`config.mk`:
```
export PLATFORM = sky130hd
export DESIGN_NAME = mpu_region_slot
export DESIGN_NICKNAME = d
export VERILOG_FILES = /design/src/rtl/mpu_region_slot.sv
export SDC_FILE = /design/constraint.sdc
export NUM_CORES = 1
export LEC_CHECK = 0
export BUFFER_PORTS_ARGS = -buffer_cell sky130_fd_sc_hd__buf_2
export CORE_ASPECT_RATIO = 1.25
export CORE_MARGIN = 10
export CORE_UTILIZATION = 53
export DETAILED_ROUTE_END_ITERATION = 8
export GPL_TIMING_DRIVEN = 1
export PLACE_DENSITY_LB_ADDON = 0.3
export SYNTH_ARGS = -nofsm -noshare
export SYNTH_HDL_FRONTEND = slang
export SYNTH_SLANG_ARGS = --single-unit
```
`constraint.sdc`:
```
create_clock -name clk -period 1.81 [get_ports clk]
set_input_delay 0.0905 -clock clk [delete_from_list [all_inputs] [get_ports clk]]
set_output_delay 0.0905 -clock clk [all_outputs]
set_load 0.01 [all_outputs]
```
`src/rtl/mpu_region_slot.sv`:
```
module mpu_region_slot #(
   parameter int GW = 27
) (
   input  logic          clk,
   input  logic          rst_n,
   input  logic          wr_en,
   input  logic [GW-1:0] wr_start,
   input  logic [GW-1:0] wr_end,
   input  logic          wr_enable,
   input  logic [1:0]    wr_attr,
   input  logic [GW-1:0] req_gran,
   output logic          hit,
   output logic [1:0]    attr
);
   logic [GW-1:0] start_q;
   logic [GW-1:0] end_q;
   logic          en_q;
   logic [1:0]    attr_q;

   always_ff @(posedge clk or negedge rst_n) begin
      if (!rst_n) begin
         start_q <= '0;
         end_q   <= '0;
         en_q    <= 1'b0;
         attr_q  <= 2'b00;
      end else if (wr_en) begin
         start_q <= wr_start;
         end_q   <= wr_end;
         en_q    <= wr_enable;
         attr_q  <= wr_attr;
      end
   end

   // an inverted pair (start > end) can satisfy neither bound at once
   assign hit  = en_q && (req_gran >= start_q) && (req_gran <= end_q);
   assign attr = attr_q;
endmodule

```
==> flow_summary.toml, run 1 <==
[status]
status = "finished, violations left"
violations = "negative setup slack"

[cts]
h-tree-depth = 3
cts_sinks = 57
cts.reportedPaths.clkPinSlew_ns = 0.07
cts-buffers-inserted = 9
clk_latency_ns = 0.34
cts_tree = "yes"
clock_path_buffers = 2
cts_root_buf = "clkbuf_8"

[worst_setup_path]
r2r-end = "end_q[9]"
worstSetupPathType = "flip-flop to output port"
r2r-start = "end_q[9]"
reg2reg_depth = 3
critPathLaunch = "end_q[5]"
required_ns = 1.72
arrival_ns = 2.13
crit_fanout = 2
critPathCaptureType = "output port"
critPathLaunchType = "flip-flop"
r2r_slack_ns = 1.04

[cells_and_area]
antenna_cells = 0
nNetsFinal = 665
fin_area_mm2 = 0.00480
multi_input_area_mm2 = 0.00177
finalCoreUtilization_pct = 77.8
fillCellCount = 439
syn2layout_area_growth_pct = 43.5
seqCellArea_mm2 = 0.00143
instances_no_fill = 613
drive_above_1_share_pct = 26.1

[logic_synthesis]
synth_cells = 370
synth_top_family_by_area = "adder cells"
synth_area_per_cell_um2 = 9.04
synth-seq-area-share_pct = 42.7
synth_cell_types = 23
synth_compound_area_share_pct = 15.4
synth_seq_cells = 57
yosys.area_share.adder_pct = 20.2
yosys.area_share.simple_pct = 12.6
synth.net_count = 511
synth_mux_area_share_pct = 1.68
syn_area_mm2 = 0.00334
synth_warnings = 0
yosys.area_share.xor_xnor_pct = 0

[die]
start_util_pct = 54.2
die_w_um = 91.0
fp.dieH_um = 109
rows = 32
die_area_mm2 = 0.00990
io_pins = 90
coreArea_mm2 = 0.00617

[timing]
post-route-min-period_ns = 2.23
finalClockSkew_ns = 0
setup_ws_ns = -0.415
finalMaxSlewViolations = 0
fmax_ghz = 0.449
hold_viol_final = 0
timing.slew.headroom_pct = 72.1
fin_crit_sh_pct = 123
rsz0062_at_grt = "yes"
finalSetupViolations = 1
tightest_slew_ns = 0.418

[placed_design]
gp_congestion = 0.839
hpwl_mm = 6.45
place_worst_setup_slack_ns = -0.161
dpl.cell_count = 538
place_area_mm2 = 0.00392
place.port_buffers = 89

[power]
p_switching_mw = 0.982
seqPwrFrac_pct = 42.1
clock_power_share_pct = 32.7
ir_worst_vdd_v = 0.000562
swShare_pct = 29.1
power_density_mw_per_mm2 = 704
p_leak_nw = 2.43
p_total_mw = 3.38
p_int_mw = 2.40
p_comb_share_pct = 25.2

[global_route]
antenna_found_initial = 0
grt_overflow = 0
grt_pass1_vias = 3397
grt.total_usage_pct = 19.3
grt_max_degree = 58
grt_pass1_wl_mm = 15.5

[worst_hold_path]
hp-class = "input port to flip-flop"
min_to = "end_q[1]"
hp-start = "wr_en"
hold_path_depth = 3

[routing]
vias = 3107
first_pass_iters = 4
wirelength_mm = 9.51
wire_per_inst_um = 15.5
viasPerCell = 5.07
drc = 0
first_iter_violations = 136
antenna_left = 0

[run]
maxCapViolations = 0
[stage by stage]
step / TNS, ns / hold slack [ns]
finish: -0.415 / 0.200
global route: -0.515 / 0.235
CTS: -0.400 / 0.196
detailed placement: -0.161 / 0.121
global placement: -0.126 / 0.120
floorplan: 0 / -0.205
[layout make-up]
cell class,instances,share of cell area [%]
sequential,57,29.7
timing repair buffer,155,23.2
clock buffer,12,3.44
clock inverter,3,0.313
multi-input combinational,248,37.0
inverter,53,4.15
tap,85,2.22
[repair_timing]
action,in CTS,in global routing
buffers inserted,1,1
pin swaps,10,6
hold buffers,58,0
gates cloned,0,0
setup endpoints to repair,1,1
endpoints found under the hold margin,114,0
resized for setup,20,0
[cells by family (layout without fill, tap and decap cells)]
group | after synthesis | in the layout
AOI/OAI and AO/OA | 95 | 95
muxes | 5 | 5
and+or+nand+nor | 94 | 94
adders and majority gates | 54 | 54
DFF | 57 | 57
buffers and inverters | 65 | 223
[power groups by stage]
stage | sequential [mW] | combinational (mW) | clock (mW)
after floorplan | 1.44 | 0.412 | 0
after global placement | 1.44 | 0.648 | 0
after detailed placement | 1.44 | 0.685 | 0
after CTS | 1.42 | 0.830 | 1.13
after global routing | 1.43 | 0.959 | 1.18
final | 1.42 | 0.852 | 1.10
[worst max path at each step]
stage	to	slack (ns)
floorplan	hit	0.14
global placement	hit	-0.13
detailed placement	hit	-0.16
CTS	hit	-0.40
global route	hit	-0.52
finish	hit	-0.42
[synthesized netlist by cell type]
cell,count,area (um^2)
nand2b_4,1,13.8
clkbuf_1,10,37.5
o311a_1,1,10.0
a211oi_1,5,37.5
a21o_1,5,37.5
nand3_1,11,55.1
o31ai_1,2,15.0
buf_2,2,10.0
nor3_1,3,15.0
nor4_1,1,6.26
nor2b_1,2,12.5
a21oi_1,21,105
nand4_1,8,50.1
mux2_2,5,56.3
nand2_1,59,221
dfrtp_1,57,1430
nor2_1,7,26.3
nand3b_1,1,7.51
nor4b_2,1,15.0
o211ai_1,2,15.0
o21ai_0,59,295
ha_1,54,676
inv_1,53,199
[routing by layer]
| metal | vias to the layer above | GRT usage (%) | part of all wire [%] |
|---|---|---|---|
| met3 | 18 | 4.40 | 4.1 |
| met4 | 0 | 9.19 | 2.3 |
| met1 | 1455 | 20.5 | 41 |
| met5 | - | 0 | 0 |
| met2 | 74 | 35.6 | 53 |
| li1 | 1560 | - | - |
[placed cells by master (no fill, tap or decap), types with 7 or more instances in the layout]
master,n
dfrtp_1,57
dlygate4sd3_1,58
clkbuf_8,12
ha_1,49
a21oi_1,17
inv_1,48
nand3_1,11
nand2_1,59
o21ai_0,58
nor2_1,7
buf_2,89
nand4_1,8
[flip-flops by register name, indices dropped and copies added (netlist names)]
signal / cells
start_q: 27
attr: 2
end_q: 27
en_q: 1
[critical path, cell delays in order (launching register included)]
cell and delay, ns:
dfrtp_1 0.33, inv_1 0.05, ha_1 0.31, nand4_1 0.21
a211oi_2 0.34, nor4_2 0.09, o31ai_1 0.22, a211oi_1 0.08
buf_2 0.16
Power figures use the tool's default switching activity.
==> run 2: changes to the inputs <==
--- a/config.mk
+++ b/config.mk
@@ -11,6 +11,7 @@
 export CORE_UTILIZATION = 53
 export DETAILED_ROUTE_END_ITERATION = 8
 export GPL_TIMING_DRIVEN = 1
+export MAX_ROUTING_LAYER = met4
 export PLACE_DENSITY_LB_ADDON = 0.3
 export SYNTH_ARGS = -nofsm -noshare
 export SYNTH_HDL_FRONTEND = slang
==> flow_summary.toml, run 2 (same netlist as run 1, synthesis figures left out) <==
[worst_setup_path]
worstSetupPathType = "flip-flop to output port"
arrival_ns = 2.13
reg2reg_depth = 3
r2r_slack_ns = 1.03
r2r-end = "end_q[9]"
r2r-start = "end_q[9]"
required_ns = 1.72
crit_fanout = 2
critPathCaptureType = "output port"
critPathLaunchType = "flip-flop"

[power]
ir_worst_vdd_v = 0.000562
power_density_mw_per_mm2 = 704
p_int_mw = 2.40
clock_power_share_pct = 32.7
p_switching_mw = 0.982
p_comb_share_pct = 25.2
seqPwrFrac_pct = 42.1
swShare_pct = 29.1
p_total_mw = 3.38
p_leak_nw = 2.43

[global_route]
gr-usage-met2_pct = 35.9
grt_max_degree = 58
antenna_found_initial = 0
globalRouteMet3Util_pct = 3.92
grt.total_usage_pct = 19.9
grt_pass1_wl_mm = 15.5
use_met1_pct = 20.7
grt-busiest-layer = "met2"
grt_overflow = 0
grt_pass1_vias = 3397

[cells_and_area]
layout_commonest_cell = "buf_2"
nNetsFinal = 665
antenna_cells = 0
instances_no_fill = 613
fin_area_mm2 = 0.00480
syn2layout_area_growth_pct = 43.5
layout_common_cells = "buf_2 (89), nand2_1 (59), o21ai_0 (58), dlygate4sd3_1 (58), dfrtp_1 (57)"
drive_above_1_share_pct = 26.1

[cts]
cts.reportedPaths.clkPinSlew_ns = 0.06
cts_tree = "yes"
clock_path_buffers = 2
cts_sinks = 57
clk_latency_ns = 0.34
cts-buffers-inserted = 9
h-tree-depth = 3
cts_root_buf = "clkbuf_8"

[die]
rows = 32
die_area_mm2 = 0.00990
die_w_um = 91.0
start_util_pct = 54.2
fp.dieH_um = 109
coreArea_mm2 = 0.00617
io_pins = 90

[routing]
antenna_left = 0
first_iter_violations = 124
viasPerCell = 5.08
wire_per_inst_um = 15.5
vias = 3114
first_pass_iters = 4
drc = 0
wirelength_mm = 9.51

[worst_hold_path]
min_to = "end_q[1]"
hold_path_depth = 3
hp-start = "wr_en"
hp-class = "input port to flip-flop"

[placed_design]
place_worst_setup_slack_ns = -0.161
dpl.cell_count = 538
place_area_mm2 = 0.00392
place.port_buffers = 89
gp_congestion = 0.852
hpwl_mm = 6.45

[timing]
tightest_slew_ns = 0.420
setup_ws_ns = -0.410
fmax_ghz = 0.450
finalClockSkew_ns = 0
hold_viol_final = 0
post-route-min-period_ns = 2.22
fin_crit_sh_pct = 123
rsz0062_at_grt = "yes"
finalSetupViolations = 1
timing.slew.headroom_pct = 72.0
finalMaxSlewViolations = 0

[status]
violations = "negative setup slack"
status = "finished, violations left"

[run]
maxCapViolations = 0
## run 2: worst max-delay path, cell delays in order, from the launching register on
cell and delay, ns:
dfrtp_1 0.33, inv_1 0.05, ha_1 0.29, nand3_1 0.12, nor3_2 0.28, o311a_1 0.24, nor4b_2 0.06, a211oi_1 0.23
buf_2 0.19
## run 2: how the worst max path moves through the flow
stage | from | endpoint | slack [ns] | cells after the start
6_report | start_q[26] | hit | -0.41 | 8
5_1_grt | end_q[9] | hit | -0.52 | 8
4_1_cts | end_q[10] | hit | -0.40 | 8
3_5_place_dp | start_q[26] | hit | -0.16 | 9
3_3_place_gp | start_q[25] | hit | -0.13 | 9
2_1_floorplan | start_q[0] | hit | 0.14 | 7
## run 2: through the flow
step | utilization (%) | TNS (ns) | hold slack [ns]
after floorplan | - | 0 | -0.205
after global placement | 63.5 | -0.126 | 0.120
after detailed placement | 63.5 | -0.161 | 0.121
after CTS | 77.7 | -0.400 | 0.196
after global routing | 77.8 | -0.515 | 0.235
final | 77.8 | -0.410 | 0.201
## run 2: cell type report
| type | count | area, um^2 |
|---|---|---|
| Clock inverter | 3 | 15.0 |
| Inverter | 53 | 199 |
| Sequential cell | 57 | 1430 |
| Timing Repair Buffer | 155 | 1110 |
| Multi-Input combinational cell | 248 | 1770 |
| Tap cell | 85 | 106 |
| Clock buffer | 12 | 165 |
| Fill cell | 439 | 1370 |
## run 2: what timing repair did
| action | in CTS | in global routing |
|---|---|---|
| endpoints found under the hold margin | 114 | 0 |
| pin swaps | 10 | 6 |
| cloned | 0 | 0 |
| gates resized for setup | 20 | 0 |
| setup buffers | 1 | 1 |
| hold buffers | 58 | 0 |
| setup endpoints to repair | 1 | 1 |
## run 2: routing by layer
metal	routed length, um	share of wire, %
met1	3890	41
met3	337	3.5
met4	214	2.2
met5	0	0
met2	5070	53
## run 2: power by group through the flow
stage               logic (mW)  registers (mW)  clock network, mW
floorplan                0.412            1.44                  0
global placement         0.648            1.44                  0
detailed placement       0.685            1.44                  0
CTS                      0.830            1.42               1.13
global route             0.959            1.43               1.18
finish                   0.852            1.42               1.10
==> run 3: changes to the inputs <==
==> constraint.sdc (replaced) <==
create_clock -name clk -period 1.81 [get_ports clk]
set_input_delay 0.181 -clock clk [delete_from_list [all_inputs] [get_ports clk]]
set_output_delay 0.181 -clock clk [all_outputs]
set_load 0.01 [all_outputs]
==> flow_summary.toml, run 3 (same netlist as run 1, synthesis figures left out) <==
[worst_setup_path]
crit_fanout = 3
required_ns = 1.63
critPathLaunchType = "flip-flop"
cpPeakStageDelay_ns = 0.37
crit_slowest_cell = "dfrtp_1"
arrival_ns = 2.15
crit_chain = "inv_2 -> ha_4 -> nand4_1 -> buf_4 -> a21oi_2 -> nor4_2 -> o31ai_2 -> a211oi_1 -> buf_2"
worstSetupPathType = "flip-flop to output port"
critPathCaptureType = "output port"

[global_route]
grt_pass1_vias = 3170
antenna_found_initial = 0
grt_overflow = 0
grt_max_degree = 58
grt_pass1_wl_mm = 14.1
grt.total_usage_pct = 18.1

[routing]
highest_layer = "met4"
drc = 0
first_iter_violations = 144
antenna_left = 0
viasPerCell = 5.15
wire_per_inst_um = 15.1
first_pass_iters = 4
wirelength_mm = 8.64
vias = 2939
routed-wl-met3_um = 363
dr_wl_met2_mm = 4.30
m1WireLength_mm = 3.74

[placed_design]
dpl.cell_count = 548
gp_congestion = 0.823
hpwl_mm = 6.41
place.port_buffers = 89
place_area_mm2 = 0.00399

[timing]
fin_crit_sh_pct = 129
finalClockSkew_ns = 0
setup_ws_ns = -0.522
whs_ns = 0.0412
post-route-min-period_ns = 2.33
fmax_ghz = 0.429
tns_ns = -0.522
tightest_slew_ns = 0.424
finalMaxSlewViolations = 0
timing.slew.headroom_pct = 71.8
hold_viol_final = 0
finalSetupViolations = 1
rsz0062_at_grt = "yes"

[power]
p_total_mw = 3.43
ir_worst_vdd_v = 0.000667
power_density_mw_per_mm2 = 776
p_leak_nw = 2.28

[die]
start_util_pct = 54.2
fp.dieH_um = 109
io_pins = 90
coreArea_mm2 = 0.00617
rows = 32
die_w_um = 91.0
die_area_mm2 = 0.00990

[cts]
h-tree-depth = 3
clk_latency_ns = 0.34
cts_tree = "yes"
cts.reportedPaths.clkPinSlew_ns = 0.06
cts-buffers-inserted = 9
clock_path_buffers = 2
cts_root_buf = "clkbuf_8"
cts_sinks = 57

[cells_and_area]
nNetsFinal = 623
layout_common_cells = "buf_2 (89), nand2_1 (59), o21ai_0 (58), dfrtp_1 (57), inv_1 (47)"
syn2layout_area_growth_pct = 32.4
fin_area_mm2 = 0.00443
instances_no_fill = 571
drive_above_1_share_pct = 32.9
layout_commonest_cell = "buf_2"
fillCellCount = 494
antenna_cells = 0

[status]
status = "finished, violations left"
violations = "negative setup slack"

[worst_hold_path]
hp-class = "input port to flip-flop"

[run]
maxCapViolations = 0
## run 3: cell count changes in the layout (fill, tap and decap cells not counted), moves of 4 or more
cell	before	now
dlygate4sd3_1	58	1
buf_4	6	21
ha_1	49	45
ha_4	5	9
## run 3: area by class of cell
cell class / instances / area (um^2) / share of cell area, %
clock inverter: 3 / 40.0 / 0.905
clock buffer: 12 / 155 / 3.51
inverter: 53 / 199 / 4.50
multi-input combinational: 248 / 1850 / 41.7
timing repair buffer: 113 / 653 / 14.8
sequential: 57 / 1430 / 32.2
tap: 85 / 106 / 2.40
## run 3: through the flow
stage,util [%],worst slack (ns)
floorplan,-,0.0490
global placement,64.8,-0.232
detailed placement,64.8,-0.269
CTS,70.9,-0.467
global route,71.8,-0.592
finish,71.8,-0.522
## run 3: worst paths after layout
| check | start | endpoint | slack, ns | depth (start not counted) |
|---|---|---|---|---|
| hold reg to reg | attr[1] | attr[1] | 0.51 | 1 |
| max in group asynchronous | rst_n | start_q[24] | 1.19 | 3 |
| setup reg to reg | end_q[8] | end_q[8] | 0.97 | 4 |
| min in group asynchronous | rst_n | end_q[15] | 0.37 | 3 |
| hold / removal | wr_end[12] | end_q[12] | 0.04 | 3 |
| setup / recovery | end_q[10] | hit | -0.52 | 9 |
## run 3: power by group
part	switching [mW]	internal, mW
logic	0.429	0.382
clock network	0.500	0.699
registers	0.0351	1.39
## run 3: what timing repair did
action                     in CTS  in global routing
pin swaps                      13                  6
setup endpoints to repair       1                  1
hold buffers                    1                  0
hold endpoints to repair       57                  0
setup buffers                   4                  3
gates resized for setup        24                  5
## run 3: metal layers
metal / track usage, % / up-vias
met4: 8.07 / 0
met3: 4.40 / 19
li1: - / 1478
met2: 30.9 / 79
met1: 19.8 / 1363
met5: - / -
## run 3: critical path, delay by kind of cell, from the launching register on
kind            cells  cell delay (ns)
compound gates      3             0.34
simple gates        2             0.50
buf+inv             3             0.41
fa+ha+maj           1             0.19
flops               1             0.37
